### src/rtl/flow_pkg.sv
package flow_pkg;
   localparam int unsigned MODE_W_DEF  = 4;
   localparam int unsigned HS_CODE_DEF = 2;
   localparam int unsigned SYNC_DEF    = 2;
endpackage

### src/rtl/flow_cts_sync.sv
module flow_cts_sync #(
   parameter int unsigned STAGES  = 2,
   parameter logic        RST_VAL = 1'b1
) (
   input  logic clk,
   input  logic rst_n,
   input  logic pin,
   output logic level,
   output logic changed
);
   localparam int unsigned TOP = STAGES - 1;

   if (STAGES < 2) begin : g_bad_stages
      $error("flow_cts_sync: STAGES must be at least 2");
   end

   logic [TOP:0] chain_q;
   logic         prev_q;

   always_ff @(posedge clk or negedge rst_n) begin
      if (!rst_n) begin
         chain_q <= {STAGES{RST_VAL}};
         prev_q  <= RST_VAL;
      end else begin
         chain_q <= {chain_q[TOP-1:0], pin};
         prev_q  <= chain_q[TOP];
      end
   end

   assign level   = chain_q[TOP];
   assign changed = chain_q[TOP] ^ prev_q;
endmodule

### src/rtl/flow_rts_gen.sv
module flow_rts_gen #(
   parameter bit RTS_REG = 1'b1
) (
   input  logic clk,
   input  logic rst_n,
   input  logic hs_on,
   input  logic rx_enable,
   input  logic full_set,
   input  logic full_clr,
   output logic rts
);
   logic full_q;
   logic rts_want;

   always_ff @(posedge clk or negedge rst_n) begin
      if (!rst_n)        full_q <= 1'b0;
      else if (full_set) full_q <= 1'b1;
      else if (full_clr) full_q <= 1'b0;
   end

   assign rts_want = hs_on & (~rx_enable | full_q);

   if (RTS_REG) begin : g_reg
      logic rts_q;
      always_ff @(posedge clk or negedge rst_n) begin
         if (!rst_n) rts_q <= 1'b1;
         else        rts_q <= rts_want;
      end
      assign rts = rts_q;
   end else begin : g_comb
      assign rts = rts_want;
   end
endmodule

### src/rtl/flow_cts_status.sv
module flow_cts_status (
   input  logic clk,
   input  logic rst_n,
   input  logic edge_seen,
   input  logic clr,
   input  logic int_en,
   output logic flag,
   output logic irq
);
   logic flag_q;

   always_ff @(posedge clk or negedge rst_n) begin
      if (!rst_n)         flag_q <= 1'b0;
      else if (edge_seen) flag_q <= 1'b1;
      else if (clr)       flag_q <= 1'b0;
   end

   assign flag = flag_q;
   assign irq  = flag_q & int_en;
endmodule

### src/rtl/uart_flow_ctrl.sv
module uart_flow_ctrl #(
   parameter int unsigned MODE_W      = flow_pkg::MODE_W_DEF,
   parameter int unsigned HS_CODE     = flow_pkg::HS_CODE_DEF,
   parameter int unsigned SYNC_STAGES = flow_pkg::SYNC_DEF,
   parameter bit          RTS_REG     = 1'b1
) (
   input  logic              clk,
   input  logic              rst_n,
   input  logic [MODE_W-1:0] mode,
   input  logic              rx_enable,
   input  logic              buf_full_set,
   input  logic              buf_realloc,
   input  logic              cts_pin,
   input  logic              tx_busy,
   input  logic              tx_pending,
   input  logic              status_clr,
   input  logic              irq_en,
   output logic              rts_o,
   output logic              tx_start_ok,
   output logic              cts_change,
   output logic              irq
);
   localparam logic [MODE_W-1:0] HS_VAL = MODE_W'(HS_CODE);

   if (HS_CODE >= (1 << MODE_W)) begin : g_bad_code
      $error("uart_flow_ctrl: HS_CODE does not fit in MODE_W bits");
   end

   logic hs_on;
   logic cts_level;
   logic cts_edge;

   assign hs_on = (mode == HS_VAL);

   flow_cts_sync #(.STAGES(SYNC_STAGES), .RST_VAL(1'b1)) u_sync (
      .clk     (clk),
      .rst_n   (rst_n),
      .pin     (cts_pin),
      .level   (cts_level),
      .changed (cts_edge)
   );

   flow_rts_gen #(.RTS_REG(RTS_REG)) u_rts (
      .clk       (clk),
      .rst_n     (rst_n),
      .hs_on     (hs_on),
      .rx_enable (rx_enable),
      .full_set  (buf_full_set),
      .full_clr  (buf_realloc),
      .rts       (rts_o)
   );

   flow_cts_status u_stat (
      .clk       (clk),
      .rst_n     (rst_n),
      .edge_seen (cts_edge),
      .clr       (status_clr),
      .int_en    (irq_en),
      .flag      (cts_change),
      .irq       (irq)
   );

   assign tx_start_ok = tx_pending & ~tx_busy & ~(hs_on & cts_level);
endmodule

### config.mk
export PLATFORM = sky130hd
export DESIGN_NAME = uart_flow_ctrl
export DESIGN_NICKNAME = d
export VERILOG_FILES = /design/src/rtl/flow_pkg.sv /design/src/rtl/flow_cts_sync.sv /design/src/rtl/flow_rts_gen.sv /design/src/rtl/flow_cts_status.sv /design/src/rtl/uart_flow_ctrl.sv
export SDC_FILE = /design/constraint.sdc
export NUM_CORES = 1
export LEC_CHECK = 0
export BUFFER_PORTS_ARGS = -buffer_cell sky130_fd_sc_hd__buf_2
export CORE_AREA = 2 2 39 41
export CTS_BUF_LIST = sky130_fd_sc_hd__clkbuf_16
export CTS_CLUSTER_DIAMETER = 200
export CTS_CLUSTER_SIZE = 16
export DETAILED_ROUTE_END_ITERATION = 8
export DIE_AREA = 0 0 41 43
export REMOVE_ABC_BUFFERS = 1
export SLEW_MARGIN = 20
export SYNTH_ARGS = -nofsm -noshare
export SYNTH_HDL_FRONTEND = slang
export SYNTH_SLANG_ARGS = --single-unit
### constraint.sdc
create_clock -name clk -period 1.5 [get_ports clk]
set_input_delay 0.3 -clock clk [delete_from_list [all_inputs] [get_ports clk]]
set_output_delay 0.3 -clock clk [all_outputs]
set_load 0.01 [all_outputs]
==> out/qor.yml <==
synthesis:
  synth.avg_cell_area_um2: 14.0
  synth_cell_type_count: 11
  yosysWarnings: 0
  netlist_area_um2: 224
  synthCells: 16
  ys_seq_area_share_pct: 69.3
  synth_seq_cells: 6
placement:
  preCtsSetupSlack_ns: 0.263
  place.gp.congestion: 0.661
  placed_area_um2: 329
  dp_cells: 49
  io_buffers: 17
timing:
  period_needed_ns: 1.27
  setup_slack_ns: 0.225
  max_slew_margin_pct: 84.4
  clock_skew_ns: 0.00151
  final.setup.tns_ns: 0
  finalHoldViolations: 0
  worstMarginPinSlew_ns: 0.233
  fmax_mhz: 785
  rsz0062_at_grt: "no"
  setup_viol: 0
  hold_ws_ns: 0.174
  drv_slew: 0
  finalCritPeriodShare_pct: 85.0
power:
  swShare_pct: 16.7
  pwr_density_cell_nw_per_um2: 1580
  max-vdd-ir-drop_v: 0.000601
  clock_power_share_pct: 65.4
  seqPwrFrac_pct: 27.8
  combPwrFrac_pct: 6.8
  internal_power_mw: 0.544
  finalPower_mw: 0.653
  leakage_nw: 0.206
  p_switching_mw: 0.109
die:
  dieArea_um2: 1760
  start_util_pct: 16.2
  core_area_um2: 1380
  ios: 18
  rows: 14
  die_h_um: 43
  die_w_um: 41
drt:
  drt_iter0_markers: 0
  drc: 0
  dr.pass1.iters: 1
  final_antenna_net_count: 0
  routedWlPerCell_um: 8.53
  routed_wl_um: 452
  vias: 191
  vias_per_cell: 3.60
grt:
  grt_use_total_pct: 7.49
  grt_pass1_wl_um: 690
  grt_max_degree: 7
  antenna_found_initial: 0
  grt_remaining_overflow: 0
  first_global_vias: 187
flow_run:
  drv_cap: 0
clock_tree:
  cts_buffer_depth: 2
  cts_made_buffers: 3
  clkLatencyLatePin_ns: 0.23
  cts-htree-levels: 1
  clk_pin_slew_ns: 0.03
  cts_root_buf: "clkbuf_16"
  cts_tree: "done"
  cts_resized: 0
  cts.sinks: 6
finish:
  nFillCells: 141
  regArea_um2: 155
  n_antenna_cell: 0
  nets: 53
  area_growth_pct: 84.9
  drive_above_1_share_pct: 67.6
  post-route-util_pct: 29.9
  final_area_um2: 414
  instances_no_fill: 53
  multi_input_area_um2: 61.3
hold_path:
  holdCritPathClass: "in2reg"
  min-delay-start: "cts_pin"
  holdPathStages: 1
worst_setup_path:
  cp_data_required_time_ns: 1.20
  critPathCaptureType: "output port"
  cp_cell_sequence: "a21oi_1, buf_2"
  critPathMaxStageDelay_ns: 0.54
  r2r-start: "u_sync.chain_q[1]$_DFF_PN1_"
  path_buf_inv: 1
  regToRegSetupSlack_ns: 0.62
  arrival_ns: 0.97
  path_class: "reg2out"
  cp.depth: 2
  crit_slowest_cell: "dfstp_2"
  start_kind: "register"
  cp_max_fo: 3
  crit_start: "u_sync.chain_q[1]$_DFF_PN1_"
  reg2regPathDepth: 2
  crit_family: "flip-flops"
status:
  status: "finished clean"
[cell families (layout without fill, tap and decap cells)]
group                     after synthesis  count (layout)  share of synthesized area (%)
DFF                                     6               6                           69.3
buffers and inverters                   2              23                           3.35
AOI/OAI and AO/OA                       4               4                           11.2
xor gates and xnor gates                1               1                           3.91
and+or+nand+nor                         3               3                           12.3
[final timing paths]
kind	end
hold reg to reg	u_sync.chain_q[1]$_DFF_PN1_
min in group asynchronous	u_stat.flag$_DFFE_PN0P_
setup reg to reg	u_stat.flag$_DFFE_PN0P_
hold / removal	u_sync.chain_q[0]$_DFF_PN1_
max in group asynchronous	u_sync.chain_q[0]$_DFF_PN1_
setup / recovery	tx_start_ok
[routing by layer]
layer	vias up	share of wire [%]	global-route usage [%]
li1	94	-	-
met1	73	39	5.61
met2	20	31	8.44
met5	-	0	0
met4	0	6.4	10.0
met3	4	23	7.85
[synthesized netlist by cell type (all sizes together)]
| library cell | instances | area [um2] |
|---|---|---|
| and2 | 1 | 6.26 |
| nor4b | 1 | 15.0 |
| nand2b | 1 | 6.26 |
| o21ai | 1 | 5.00 |
| dfstp | 4 | 105 |
| o21bai | 1 | 7.51 |
| xnor2 | 1 | 8.76 |
| dfrtp | 2 | 50.1 |
| a21boi | 1 | 7.51 |
| inv | 2 | 7.51 |
| a21oi | 1 | 5.00 |
[registers in the layout (all words and copies together), names as in the netlist]
signal	cells
u_rts.rts	1
u_rts.full_q	1
u_stat.flag	1
u_sync.chain_q	2
u_sync.prev_q	1
[power by group through the flow]
stage | logic [mW] | registers [mW] | clock network (mW)
3_5_place_dp | 0.0435 | 0.183 | 0
5_1_grt | 0.0511 | 0.182 | 0.450
4_1_cts | 0.0456 | 0.182 | 0.441
2_1_floorplan | 0.0138 | 0.184 | 0
3_3_place_gp | 0.0428 | 0.182 | 0
6_report | 0.0445 | 0.181 | 0.427
[layout by cell type (no fill, tap or decap)]
cell            n
o21ai_0         1
a21boi_1        1
buf_2          17
xnor2_1         1
dlygate4sd3_1   1
o21bai_1        1
nand2b_1        1
inv_1           2
a21oi_1         1
nor4b_2         1
dfstp_2         4
clkbuf_16       3
dfrtp_1         2
and2_1          1
[cell type report]
class	instances	share of cell area, %
Multi-Input combinational cell	8	14.8
Tap cell	16	4.83
Clock buffer	3	18.1
Sequential cell	6	37.5
Timing Repair Buffer	18	23.0
Inverter	2	1.81
[timing repair]
item / CTS / global route
buffers inserted: 0 / 0
hold endpoints to repair: 2 / 0
hold buffers: 1 / 0
Note: power is estimated with default switching activity, not from simulation.
